[src/rtl/mtrap_pkg.sv]
package mtrap_pkg;

    localparam logic [11:0] ADDR_STATUS  = 12'h300;
    localparam logic [11:0] ADDR_IMASK   = 12'h304;
    localparam logic [11:0] ADDR_TVEC    = 12'h305;
    localparam logic [11:0] ADDR_SCRATCH = 12'h340;
    localparam logic [11:0] ADDR_EPC     = 12'h341;
    localparam logic [11:0] ADDR_CAUSE   = 12'h342;
    localparam logic [11:0] ADDR_CYC_LO  = 12'hC00;
    localparam logic [11:0] ADDR_CYC_HI  = 12'hC80;

    localparam int GIE_BIT  = 3;
    localparam int SGIE_BIT = 7;
    localparam int PRV_LO   = 11;
    localparam int PRV_HI   = 12;

    typedef enum logic [1:0] {
        EV_NONE,
        EV_TRAP,
        EV_RETURN
    } trap_ev_e;

    typedef enum logic [2:0] {
        NPC_SEQ,
        NPC_JUMP,
        NPC_TRAP,
        NPC_RET,
        NPC_HOLD
    } npc_sel_e;

endpackage

[src/rtl/mtrap_cycle_ctr.sv]
module mtrap_cycle_ctr #(
    parameter int CNT_W = 64
) (
    input  logic             clk,
    input  logic             rst_n,
    output logic [CNT_W-1:0] count
);

    logic [CNT_W-1:0] cnt_q;

    always_ff @(posedge clk) begin
        if (!rst_n) cnt_q <= '0;
        else        cnt_q <= cnt_q + CNT_W'(1);
    end

    assign count = cnt_q;

    // counter advances by exactly one per clock
    p_count_step_r3: assert property (@(posedge clk) disable iff (!rst_n)
        1'b1 |=> cnt_q == $past(cnt_q) + CNT_W'(1));

endmodule

[src/rtl/mtrap_csr_regs.sv]
module mtrap_csr_regs
    import mtrap_pkg::*;
#(
    parameter int          XLEN        = 32,
    parameter int          IRQ_CODE    = 11,
    parameter logic [31:0] TVEC_RESET  = 32'h0000_0100
) (
    input  logic              clk,
    input  logic              rst_n,
    input  trap_ev_e          ev,
    input  logic [XLEN-1:0]   pc_i,
    input  logic              csr_we,
    input  logic [11:0]       csr_addr,
    input  logic [XLEN-1:0]   csr_wdata,
    input  logic [2*XLEN-1:0] cycle_cnt,
    output logic [XLEN-1:0]   rd_data,
    output logic [XLEN-1:0]   tvec_o,
    output logic [XLEN-1:0]   epc_o,
    output logic              gie_o,
    output logic              ext_en_o
);

    localparam logic [XLEN-1:0] ALIGN_MASK = ~XLEN'(3);
    localparam logic [XLEN-1:0] CAUSE_VAL  = {1'b1, (XLEN-1)'(IRQ_CODE)};

    logic            gie_q, sgie_q;
    logic [XLEN-1:0] imask_q, tvec_q, scratch_q, epc_q, cause_q;

    logic wr_status, wr_imask, wr_tvec, wr_scratch, wr_epc, wr_cause;

    always_comb begin
        wr_status  = csr_we && (csr_addr == ADDR_STATUS);
        wr_imask   = csr_we && (csr_addr == ADDR_IMASK);
        wr_tvec    = csr_we && (csr_addr == ADDR_TVEC);
        wr_scratch = csr_we && (csr_addr == ADDR_SCRATCH);
        wr_epc     = csr_we && (csr_addr == ADDR_EPC);
        wr_cause   = csr_we && (csr_addr == ADDR_CAUSE);
    end

    // status pair: trap entry and return take precedence over core writes
    always_ff @(posedge clk) begin
        if (!rst_n) begin
            gie_q  <= 1'b0;
            sgie_q <= 1'b0;
        end else begin
            unique case (ev)
                EV_TRAP: begin
                    sgie_q <= gie_q;
                    gie_q  <= 1'b0;
                end
                EV_RETURN: begin
                    gie_q  <= sgie_q;
                    sgie_q <= 1'b1;
                end
                default: begin
                    if (wr_status) begin
                        gie_q  <= csr_wdata[GIE_BIT];
                        sgie_q <= csr_wdata[SGIE_BIT];
                    end
                end
            endcase
        end
    end

    // exception PC and cause: trap entry overrides the core
    always_ff @(posedge clk) begin
        if (!rst_n) begin
            epc_q   <= '0;
            cause_q <= '0;
        end else if (ev == EV_TRAP) begin
            epc_q   <= pc_i & ALIGN_MASK;
            cause_q <= CAUSE_VAL;
        end else begin
            if (wr_epc)   epc_q   <= csr_wdata & ALIGN_MASK;
            if (wr_cause) cause_q <= csr_wdata;
        end
    end

    // registers the trap logic never touches
    always_ff @(posedge clk) begin
        if (!rst_n) begin
            imask_q   <= '0;
            tvec_q    <= XLEN'(TVEC_RESET) & ALIGN_MASK;
            scratch_q <= '0;
        end else begin
            if (wr_imask)   imask_q   <= csr_wdata;
            if (wr_tvec)    tvec_q    <= csr_wdata & ALIGN_MASK;
            if (wr_scratch) scratch_q <= csr_wdata;
        end
    end

    always_comb begin
        rd_data = '0;
        case (csr_addr)
            ADDR_STATUS: begin
                rd_data[GIE_BIT]  = gie_q;
                rd_data[SGIE_BIT] = sgie_q;
                rd_data[PRV_LO]   = 1'b1;
                rd_data[PRV_HI]   = 1'b1;
            end
            ADDR_IMASK:   rd_data = imask_q;
            ADDR_TVEC:    rd_data = tvec_q;
            ADDR_SCRATCH: rd_data = scratch_q;
            ADDR_EPC:     rd_data = epc_q;
            ADDR_CAUSE:   rd_data = cause_q;
            ADDR_CYC_LO:  rd_data = cycle_cnt[XLEN-1:0];
            ADDR_CYC_HI:  rd_data = cycle_cnt[2*XLEN-1:XLEN];
            default:      rd_data = '0;
        endcase
    end

    assign tvec_o   = tvec_q;
    assign epc_o    = epc_q;
    assign gie_o    = gie_q;
    assign ext_en_o = imask_q[IRQ_CODE];

    // trap entry state update
    p_trap_save_r5: assert property (@(posedge clk) disable iff (!rst_n)
        (ev == EV_TRAP) |=> (epc_q == ($past(pc_i) & ALIGN_MASK)) &&
                            (cause_q == CAUSE_VAL) && !gie_q &&
                            (sgie_q == $past(gie_q)));

    // a concurrent core write to the exception PC loses to trap entry
    p_trap_wins_r7: assert property (@(posedge clk) disable iff (!rst_n)
        (ev == EV_TRAP && wr_epc) |=> epc_q == ($past(pc_i) & ALIGN_MASK));

    // return restores the enable and sets the saved copy
    p_return_r8: assert property (@(posedge clk) disable iff (!rst_n)
        (ev == EV_RETURN) |=> (gie_q == $past(sgie_q)) && sgie_q);

    // scratch takes the written word
    p_scratch_wr_r2: assert property (@(posedge clk) disable iff (!rst_n)
        wr_scratch |=> scratch_q == $past(csr_wdata));

endmodule

[src/rtl/mtrap_npc.sv]
module mtrap_npc
    import mtrap_pkg::*;
#(
    parameter int XLEN = 32
) (
    input  trap_ev_e        ev,
    input  logic            instr_valid,
    input  logic            jump_taken,
    input  logic [XLEN-1:0] jump_target,
    input  logic [XLEN-1:0] pc_i,
    input  logic [XLEN-1:0] tvec,
    input  logic [XLEN-1:0] epc,
    output logic [XLEN-1:0] next_pc
);

    localparam logic [XLEN-1:0] STEP = XLEN'(4);

    npc_sel_e sel;

    always_comb begin
        if (ev == EV_TRAP)        sel = NPC_TRAP;
        else if (ev == EV_RETURN) sel = NPC_RET;
        else if (!instr_valid)    sel = NPC_HOLD;
        else if (jump_taken)      sel = NPC_JUMP;
        else                      sel = NPC_SEQ;
    end

    always_comb begin
        unique case (sel)
            NPC_TRAP: next_pc = tvec;
            NPC_RET:  next_pc = epc;
            NPC_HOLD: next_pc = pc_i;
            NPC_JUMP: next_pc = jump_target;
            default:  next_pc = pc_i + STEP;
        endcase
    end

endmodule

[src/rtl/mtrap_ctrl.sv]
module mtrap_ctrl
    import mtrap_pkg::*;
#(
    parameter int          XLEN       = 32,
    parameter int          IRQ_CODE   = 11,
    parameter logic [31:0] TVEC_RESET = 32'h0000_0100
) (
    input  logic            clk,
    input  logic            rst_n,
    input  logic [11:0]     csr_addr,
    input  logic [XLEN-1:0] csr_wdata,
    input  logic            csr_we,
    input  logic            irq_ext,
    input  logic            mret_i,
    input  logic [XLEN-1:0] pc_i,
    input  logic            instr_valid,
    input  logic            jump_taken,
    input  logic [XLEN-1:0] jump_target,
    output logic [XLEN-1:0] csr_rdata,
    output logic [XLEN-1:0] next_pc
);

    localparam int CYC_W = 2 * XLEN;

    logic [CYC_W-1:0] cycle_cnt;
    logic [XLEN-1:0]  tvec, epc;
    logic             gie, ext_en;
    trap_ev_e         ev;

    always_comb begin
        if (irq_ext && gie && ext_en)     ev = EV_TRAP;
        else if (mret_i && instr_valid)   ev = EV_RETURN;
        else                              ev = EV_NONE;
    end

    mtrap_cycle_ctr #(.CNT_W(CYC_W)) u_cyc (
        .clk   (clk),
        .rst_n (rst_n),
        .count (cycle_cnt)
    );

    mtrap_csr_regs #(
        .XLEN       (XLEN),
        .IRQ_CODE   (IRQ_CODE),
        .TVEC_RESET (TVEC_RESET)
    ) u_regs (
        .clk       (clk),
        .rst_n     (rst_n),
        .ev        (ev),
        .pc_i      (pc_i),
        .csr_we    (csr_we),
        .csr_addr  (csr_addr),
        .csr_wdata (csr_wdata),
        .cycle_cnt (cycle_cnt),
        .rd_data   (csr_rdata),
        .tvec_o    (tvec),
        .epc_o     (epc),
        .gie_o     (gie),
        .ext_en_o  (ext_en)
    );

    mtrap_npc #(.XLEN(XLEN)) u_npc (
        .ev          (ev),
        .instr_valid (instr_valid),
        .jump_taken  (jump_taken),
        .jump_target (jump_target),
        .pc_i        (pc_i),
        .tvec        (tvec),
        .epc         (epc),
        .next_pc     (next_pc)
    );

    // trap entry redirects to the vector in the same cycle
    p_trap_vec_r6: assert property (@(posedge clk) disable iff (!rst_n)
        (ev == EV_TRAP) |-> next_pc == tvec);

    // an invalid instruction without interrupt holds the PC
    p_hold_r10: assert property (@(posedge clk) disable iff (!rst_n)
        (!instr_valid && ev == EV_NONE) |-> next_pc == pc_i);

    // a return selects the saved exception PC
    p_ret_pc_r8: assert property (@(posedge clk) disable iff (!rst_n)
        (ev == EV_RETURN) |-> next_pc == epc);

    // with the global enable clear, no trap is recorded
    p_gate_r4: assert property (@(posedge clk) disable iff (!rst_n)
        (!gie && irq_ext) |=> $stable(epc) || $past(csr_we));

endmodule

[config.mk]
export PLATFORM = sky130hd
export DESIGN_NAME = mtrap_ctrl
export DESIGN_NICKNAME = d
export VERILOG_FILES = /design/src/rtl/mtrap_pkg.sv /design/src/rtl/mtrap_cycle_ctr.sv /design/src/rtl/mtrap_csr_regs.sv /design/src/rtl/mtrap_npc.sv /design/src/rtl/mtrap_ctrl.sv
export SDC_FILE = /design/constraint.sdc
export NUM_CORES = 1
export LEC_CHECK = 0
export BUFFER_PORTS_ARGS = -buffer_cell sky130_fd_sc_hd__buf_2
export CAP_MARGIN = 40
export CORE_UTILIZATION = 25
export DETAILED_ROUTE_END_ITERATION = 8
export GPL_ROUTABILITY_DRIVEN = 0
export PLACE_DENSITY = 0.45
export RECOVER_POWER = 25
export REMOVE_ABC_BUFFERS = 1
export SYNTH_ARGS = -nofsm -noshare
export SYNTH_HDL_FRONTEND = slang
export SYNTH_HIERARCHICAL = 1
export SYNTH_SLANG_ARGS = --single-unit
[constraint.sdc]
create_clock -name clk -period 5.8 [get_ports clk]
set_clock_uncertainty 0.05 [all_clocks]
set_input_delay 0.87 -clock clk [delete_from_list [all_inputs] [get_ports clk]]
set_output_delay 0.87 -clock clk [all_outputs]
set_load 0.05 [all_outputs]
==> flow_summary_export.csv, run 1 <==
group,metric,value,unit
status,status,"finished with violations",
status,violations,"capacitance limit, slew limit",
logic_synthesis,seq_area_frac_synth,35.7,%
drt,post_drt_via_cell_ratio,5.25,
grt,grt_pass1_vias,11264,
power_and_ir_drop,clkPwrFrac,45.1,%
cts,h-tree-depth,1,
critical_path,endpoint_kind,"output port",
sta,tns,0,ps
sta,slew_viol_final,215,
power_and_ir_drop,sw_frac_of_total,27.5,%
sta,post-route-min-period,4620,ps
floorplan,die_width,225,µm
drt,drtPass1Iterations,6,
cts,path_clk_slew,60,ps
power_and_ir_drop,p_leak,0.00598,µW
cts,cts_tree,"built",
grt,overflow,0,
logic_synthesis,yosysUniqueCellTypes,78,
critical_path,startpoint_type,"input pin",
sta,period_share,79.7,%
logic_synthesis,synth_flop_cell,"dfxtp_1",
grt,grt_pass1_wl,72400,µm
grt,grt_max_degree,85,
drt,vias,11838,
drt,wire_per_inst,21.4,µm
cts,clk_latency,540,ps
placement,portBuffers,178,
worst_hold_path,hold_path_class,"flip-flop to flip-flop",
power_and_ir_drop,p_int,2610,µW
power_and_ir_drop,ir_drop,0.165,mV
cells_and_area,layout-drive-gt1-share,20.4,%
drt,drt-total-wl,48400,µm
logic_synthesis,yosysWarningCount,6,
power_and_ir_drop,p_seq_share,42.4,%
critical_path,cp.required,4880,ps
logic_synthesis,ys_top_cells_by_count,"dfxtp_1 (222), nand2_1 (174), mux2i_1 (141), nor2_1 (138), nand3_1 (74)",
critical_path,worst_path_dominant_cell_family,"simple AND/OR/NAND/NOR gates",
cts,cts.sinks,222,
power_and_ir_drop,power_frac_comb,12.5,%
sta,fmax,216,MHz
drt,drtAntennaViolNets,0,
power_and_ir_drop,p_sw,991,µW
drt,drc,0,
floorplan,io_pins,179,
flow_run,max_cap_violations,4,
critical_path,critPathMaxFanout,29,
cells_and_area,syn2layout_area_growth,19.3,%
cts,postCtsHoldBufs,0,
cells_and_area,antennaDiodeCount,0,
floorplan,start_util,25.4,%
critical_path,crit_path_cell_trace,"buf_2 -> and3_4 -> nor2_2 -> inv_1 -> ha_1 -> or2b_2 -> o211ai_4 -> or2_1 -> buf_4 -> nor2_1 -> a31oi_1 -> buf_2",
sta,tightest_slew,2180,ps
sta,max_slew_margin,-45.1,%
cts,cts_buffer_depth,3,
grt,track_usage,18.7,%
logic_synthesis,syn_area,0.0125,mm²
critical_path,critPathSlowestCell,"o211ai_4",
logic_synthesis,synth_largest_area_cell,"dfxtp_1",
cts,cts_setup_buffers,0,
cts,cts_root_buf,"clkbuf_16",
critical_path,critPathMaxStageDelay,490,ps
power_and_ir_drop,pwr_density_cell,242,mW/mm²
grt,antenna_found_initial,1,
drt,drt_iter0_drc,966,
sta,setup-violations-final,0,
floorplan,dieArea,0.0507,mm²
logic_synthesis,syn_avg_cell_area,8.69,µm²
critical_path,cp.arrival,3700,ps
sta,hold_viol_final,0,
cts,post_cts_resized,0,
logic_synthesis,synthCells,1434,
critical_path,path_buf_inv,4,
floorplan,die_y,225,µm
cells_and_area,num-nets-final,1699,
sta,rsz0062_at_grt,"false",
logic_synthesis,synth_most_common_cell,"dfxtp_1",
placement,place_hpwl,34500,µm
critical_path,path_class,"input pin to output port",
floorplan,rows,81,
logic_synthesis,synthTopCellsByArea,"dfxtp_1 (36%), mux2i_1 (11%), nand2_1 (5.2%)",
cts,numCtsBuffers,25,
critical_path,cpMostUsedCell,"buf_2",
power_and_ir_drop,p_total,3600,µW
logic_synthesis,async_flop_share,0,%
logic_synthesis,synth_top_area_share,35.7,%
floorplan,core_area,0.0491,mm²
logic_synthesis,synth-seq-cells,222,
logic_synthesis,synth_edf_count,0,
[flip-flops by register name, indices dropped and copies added, names as in the netlist]
signal and count:
u_cyc/count 64, u_regs/cause_q 32, u_regs/epc_o 30, u_regs/gie_o 1, u_regs/imask_q 32, u_regs/scratch_q 32
u_regs/sgie_q 1, u_regs/tvec_o 30
[metrics by stage]
step	instances	utilization, %	instance area, µm²	hold slack, ps	setup WS (ps)
after global routing	2257	30.3	14900	432	902
after floorplan	1333	-	12000	384	116
after CTS	2257	30.3	14900	408	1190
final	2257	30.3	14900	406	1180
after global placement	2207	28.5	14000	394	1240
after detailed placement	2213	28.7	14100	399	1190
[final cells by class]
class                           instances  area, µm²
Fill cell                            5307      34200
Tap cell                              664        831
Timing Repair Buffer                  216       1210
Inverter                               17       63.8
Clock inverter                         10        108
Clock buffer                           34        719
Multi-Input combinational cell       1094       7490
Sequential cell                       222       4440
[power groups by stage]
stage | logic, µW | registers, µW | clock network (µW)
6_report | 449 | 1530 | 1620
5_1_grt | 476 | 1530 | 1730
4_1_cts | 449 | 1530 | 1660
3_5_place_dp | 447 | 1560 | 0
3_3_place_gp | 442 | 1560 | 0
2_1_floorplan | 237 | 1560 | 0
[placed cells by master (no fill, tap or decap), types with 12 or more instances in the layout]
cell,instances
dfxtp_1,222
buf_2,178
nand2_1,174
mux2i_1,141
nor2_1,138
nand3_1,74
o21ai_0,56
xor2_1,47
nand4_1,43
nor2b_1,34
a222oi_1,30
buf_4,29
a221o_1,28
o22ai_1,28
a21oi_1,26
clkbuf_16,25
mux2_2,23
a21boi_0,21
or3_1,20
o221ai_1,20
inv_1,15
a21boi_1,14
xnor2_1,13
and3_1,12
[worst register-to-register path, stage by stage, from the launching register on]
cell and delay, ps:
dfxtp_1 420, and3_4 260, nor2_2 70, inv_1 50, ha_1 710, clkinv_1 760, nand2_1 260, buf_4 410
nor2_1 110
[logic make-up after synthesis]
logic type / Yosys count / synth area share, %
mux: 164 / 13.4
simple gates: 563 / 23.1
fa+ha+maj: 8 / 0.803
xor+xnor: 60 / 4.22
flops: 222 / 35.7
buf+inv: 121 / 4.51
other cells: 1 / 0.0301
compound gates: 295 / 18.3
[path summary, 6_finish.rpt]
path	startpoint	end	slack, ps	cells past startpoint
max reg2reg	u_regs/imask_q[11]	u_regs/cause_q[25]	2570	8
min reg2reg	u_regs/imask_q[18]	u_regs/imask_q[18]	410	2
min	u_regs/imask_q[18]	u_regs/imask_q[18]	410	2
max	irq_ext	next_pc[7]	1180	12
[metal layers]
layer / vias up / track usage [%] / share of wire (%)
met1: 5801 / 26.0 / 47
met4: 0 / 5.42 / 2.7
met2: 414 / 30.0 / 45
met5: - / 0 / 0
met3: 64 / 2.54 / 5.8
li1: 5559 / - / -
Note: power is estimated with default switching activity, not from simulation.
==> inputs of run 2 (changes only) <==
==> constraint.sdc (replaced) <==
create_clock -name clk -period 4.7 [get_ports clk]
set_clock_uncertainty 0.05 [all_clocks]
set_input_delay 0.705 -clock clk [delete_from_list [all_inputs] [get_ports clk]]
set_output_delay 0.705 -clock clk [all_outputs]
set_load 0.05 [all_outputs]
==> flow_summary_export.csv, run 2 (synthesized netlist as in run 1, its figures left out) <==
group,metric,value,unit
grt,overflow,0,
sta,period_share,91.1,%
cts,clk_latency,530,ps
floorplan,rows,81,
grt,grt_pass1_wl,71700,µm
power_and_ir_drop,pwr_density_cell,292,mW/mm²
cells_and_area,mostFrequentLayoutCells,"dfxtp_1 (222), nand2_1 (174), buf_2 (167)",
placement,place_hpwl,34600,µm
cells_and_area,antennaDiodeCount,0,
drt,drt_iter0_drc,1094,
cts,postCtsHoldBufs,0,
cts,cts.sinks,222,
power_and_ir_drop,p_leak,0.00604,µW
drt,drtAntennaViolNets,0,
grt,track_usage,18.6,%
worst_hold_path,worstHoldPathCells,3,
sta,rsz0062_at_grt,"false",
sta,fmax,234,MHz
critical_path,critPathSlowestCell,"nor2_4",
floorplan,die_y,225,µm
critical_path,endpoint_kind,"output port",
grt,grt_pass1_vias,11374,
cells_and_area,fin_util,30.7,%
critical_path,cp.required,3940,ps
critical_path,path_class,"flip-flop to output port",
cells_and_area,num-nets-final,1706,
sta,hold_viol_final,0,
cells_and_area,syn2layout_area_growth,21.0,%
floorplan,core_area,0.0491,mm²
worst_hold_path,hold_end,"u_regs/tvec_o[6]",
power_and_ir_drop,ir_drop,0.208,mV
cts,cts_root_buf,"clkbuf_16",
critical_path,rr_worst_depth,9,
cts,post_cts_resized,0,
placement,placed_cells,2220,
drt,post_drt_via_cell_ratio,5.23,
cts,cts_tree,"built",
critical_path,crit_path_cell_trace,"and3_4 -> nor2_2 -> inv_1 -> ha_1 -> or2b_2 -> nor2_4 -> buf_4 -> nand2_1 -> a31oi_1 -> buf_2",
sta,tightest_slew,2030,ps
cells_and_area,fin_cells,2265,
cells_and_area,post-route-cell-area,0.0151,mm²
cts,cts_buffer_depth,3,
critical_path,rrSetupSlack,1860,ps
floorplan,io_pins,179,
floorplan,start_util,25.4,%
critical_path,startpoint_type,"flip-flop",
cts,numCtsBuffers,25,
critical_path,cp.arrival,3520,ps
status,violations,"capacitance limit, slew limit",
cts,h-tree-depth,1,
cells_and_area,largest_reg_flops,64,
critical_path,r2r-end,"u_regs/epc_o[28]",
placement,place_area,0.0143,mm²
grt,antenna_found_initial,1,
cts,cts_setup_buffers,0,
worst_hold_path,min-delay-start,"csr_wdata[6]",
sta,slew_viol_final,44,
grt,grt_max_degree,70,
drt,wire_per_inst,21.3,µm
drt,drt-total-wl,48300,µm
drt,drtPass1Iterations,9,
sta,setup-violations-final,0,
drt,vias,11855,
critical_path,critPathMaxFanout,18,
cells_and_area,final_common_cell,"dfxtp_1",
worst_hold_path,hold_path_class,"input pin to flip-flop",
sta,max_slew_margin,-35.5,%
cells_and_area,layout-drive-gt1-share,20.8,%
placement,portBuffers,178,
floorplan,dieArea,0.0507,mm²
cts,path_clk_slew,60,ps
drt,drc,0,
critical_path,critPathMaxStageDelay,560,ps
status,status,"finished with violations",
floorplan,die_width,225,µm
flow_run,max_cap_violations,1,
critical_path,r2r_start,"u_regs/imask_q[11]",
sta,post-route-min-period,4280,ps
==> run 2: cell types whose count changed in the layout (fill, tap and decap cells not counted), moves of 4 or more <==
cell / previous run / this run
buf_4: 29 / 36
clkbuf_8: 6 / 10
a21boi_1: 14 / 9
buf_12: 1 / 14
buf_2: 178 / 167
a21boi_0: 21 / 26
==> run 2: worst max path at each step <==
stage,startpoint,to,cells past startpoint
after detailed placement,irq_ext,next_pc[7],11
after global placement,irq_ext,next_pc[7],11
final,u_regs/imask_q[11],next_pc[3],10
after CTS,u_regs/imask_q[11],next_pc[7],10
after global routing,u_regs/imask_q[11],next_pc[7],12
after floorplan,csr_addr[10],csr_rdata[13],4
==> run 2: worst max-delay path, delay by kind of cell, from the launching register on <==
family                     cells  cell delay, ps
DFF                            1             360
and+or+nand+nor                5            1440
AOI/OAI and AO/OA              1             210
adders and majority gates      1             240
buffers and inverters          3             720
==> run 2: through the flow <==
| stage | total power, µW | setup TNS, ps | worst slack (ps) | hold WS, ps |
|---|---|---|---|---|
| floorplan | 2220 | -23280 | -654 | 384 |
| global placement | 2490 | 0 | 603 | 392 |
| detailed placement | 2490 | 0 | 569 | 401 |
| CTS | 4440 | 0 | 400 | 377 |
| global route | 4550 | 0 | 314 | 394 |
| finish | 4390 | 0 | 420 | 407 |
==> run 2: power breakdown <==
| part | internal [µW] | total [µW] | leakage [µW] | switching, µW |
|---|---|---|---|---|
| sequential | 1880 | 1890 | 0.00179 | 3.54 |
| combinational | 168 | 561 | 0.00385 | 394 |
| clock | 1130 | 1950 | 0.000402 | 813 |
==> run 2: layout make-up <==
cell class	instances	area [µm²]
flip-flops and latches	222	4440
fillers	5235	34000
well taps	664	831
multi-input cells	1094	7490
clock inverters	5	27.5
repair buffers	223	1440
clock buffers	40	782
inverters	17	63.8
==> run 2: metal layers <==
metal	vias up	wire length, µm	GRT usage, %	part of all wire, %
li1	5583	-	-	-
met1	5754	22100	25.1	46
met5	-	0	0	0
met2	449	21500	29.5	45
met4	0	1270	5.42	2.6
met3	69	3430	3.94	7.1
==> inputs of run 3 (changes only) <==
==> constraint.sdc (replaced) <==
create_clock -name clk -period 4.4 [get_ports clk]
set_clock_uncertainty 0.05 [all_clocks]
set_input_delay 0.66 -clock clk [delete_from_list [all_inputs] [get_ports clk]]
set_output_delay 0.66 -clock clk [all_outputs]
set_load 0.05 [all_outputs]
==> flow_summary_export.csv, run 3 (synthesized netlist as in run 1, its figures left out) <==
group,metric,value,unit
cts,clk_latency,530,ps
sta,fmax,239,MHz
placement,place_area,0.0143,mm²
sta,tightest_slew,2910,ps
power_and_ir_drop,ir_drop,0.274,mV
placement,portBuffers,178,
cells_and_area,layout-drive-gt1-share,20.8,%
sta,final.setup.worst_slack,208,ps
cts,numCtsBuffers,26,
worst_hold_path,hold_end,"u_regs/imask_q[0]",
cells_and_area,antennaDiodeCount,0,
floorplan,die_y,225,µm
flow_run,max_cap_violations,3,
floorplan,io_pins,179,
critical_path,startpoint_type,"flip-flop",
cts,cts_root_buf,"clkbuf_16",
cts,cts_buffer_depth,3,
drt,drt_iter0_drc,874,
critical_path,r2r_start,"u_regs/imask_q[11]",
cts,cts_tree,"built",
sta,max_slew_margin,-94.2,%
grt,overflow,0,
status,status,"finished with violations",
sta,setup-violations-final,0,
placement,place_ws,378,ps
sta,post-route-min-period,4190,ps
critical_path,crit_path_cell_trace,"and3_4 -> nor2_2 -> inv_1 -> ha_1 -> or2b_2 -> o211ai_4 -> buf_4 -> or2_1 -> buf_4 -> and3_1 -> a21oi_2 -> buf_2",
grt,grt_pass1_vias,11170,
worst_hold_path,hold_path_class,"input pin to flip-flop",
floorplan,rows,81,
drt,wire_per_inst,21.2,µm
floorplan,dieArea,0.0507,mm²
critical_path,cp.required,3690,ps
sta,hold_viol_final,0,
drt,drc,0,
placement,place_hpwl,34300,µm
cells_and_area,largest_reg_flops,64,
drt,drt-total-wl,48000,µm
sta,rsz0062_at_grt,"false",
sta,slew_viol_final,132,
drt,post_drt_via_cell_ratio,5.21,
critical_path,cpMostUsedCell,"buf_4",
cts,cts_setup_buffers,0,
sta,period_share,95.3,%
power_and_ir_drop,pwr_density_cell,321,mW/mm²
critical_path,path_class,"flip-flop to output port",
drt,drtAntennaViolNets,0,
cells_and_area,num-nets-final,1707,
grt,antenna_found_initial,0,
cts,cts.sinks,222,
drt,vias,11811,
floorplan,core_area,0.0491,mm²
critical_path,r2r-end,"u_regs/epc_o[14]",
cells_and_area,final_common_cell,"dfxtp_1",
critical_path,cp.arrival,3480,ps
critical_path,critPathMaxStageDelay,390,ps
floorplan,die_width,225,µm
cts,post_cts_resized,0,
critical_path,critPathMaxFanout,16,
critical_path,critPathSlowestCell,"or2b_2",
sta,whs,369,ps
cells_and_area,mostFrequentLayoutCells,"dfxtp_1 (222), nand2_1 (174), buf_2 (165)",
cells_and_area,post-route-cell-area,0.0152,mm²
critical_path,endpoint_kind,"output port",
drt,drtPass1Iterations,8,
cts,path_clk_slew,60,ps
worst_hold_path,min-delay-start,"csr_wdata[0]",
cells_and_area,syn2layout_area_growth,21.6,%
grt,grt_max_degree,100,
cells_and_area,fin_util,30.9,%
cts,h-tree-depth,1,
cts,postCtsHoldBufs,0,
floorplan,start_util,25.4,%
power_and_ir_drop,p_leak,0.00606,µW
critical_path,rrSetupSlack,1470,ps
power_and_ir_drop,p_total,4870,µW
status,violations,"capacitance limit, slew limit",
grt,track_usage,18.4,%
grt,grt_pass1_wl,71000,µm
worst_hold_path,worstHoldPathCells,3,
critical_path,rr_worst_depth,8,
-- run 3: critical path, delay by kind of cell (launching register included) --
family | cells | cell delay, ps
DFF | 1 | 350
and+or+nand+nor | 5 | 1220
adders and majority gates | 1 | 250
AOI/OAI and AO/OA | 2 | 250
buffers and inverters | 4 | 870
-- run 3: cell type report --
cell class / count / area [µm²]
clock inverters: 10 / 104
fillers: 5290 / 33900
clock buffers: 38 / 797
inverters: 17 / 63.8
well taps: 664 / 831
repair buffers: 223 / 1440
multi-input cells: 1094 / 7480
flip-flops and latches: 222 / 4440
-- run 3: how the worst max path moves through the flow --
| stage | from | to | slack [ps] | cells after the start |
|---|---|---|---|---|
| floorplan | csr_addr[10] | csr_rdata[13] | -860 | 4 |
| global placement | irq_ext | next_pc[20] | 220 | 11 |
| detailed placement | irq_ext | next_pc[22] | 380 | 13 |
| CTS | u_regs/imask_q[11] | next_pc[22] | 190 | 12 |
| global route | u_regs/imask_q[11] | next_pc[18] | 60 | 12 |
| finish | u_regs/imask_q[11] | next_pc[22] | 210 | 12 |
-- run 3: routing by layer --
metal / share of wire [%] / track usage, %
met5: 0 / 0
met3: 5.8 / 2.71
met1: 47 / 25.1
met2: 45 / 29.8
met4: 2.6 / 5.20
-- run 3: per-stage QoR --
step | cells | TNS [ps]
2_1_floorplan | 1333 | -57380
3_5_place_dp | 2220 | 0
3_3_place_gp | 2218 | 0
5_1_grt | 2268 | 0
4_1_cts | 2268 | 0
6_report | 2268 | 0
-- run 3: report_power, final --
group	leakage [µW]	internal [µW]	switching, µW
clock network	0.000454	1370	888
logic	0.00382	175	418
registers	0.00179	2010	3.73
total	0.00606	3560	1310
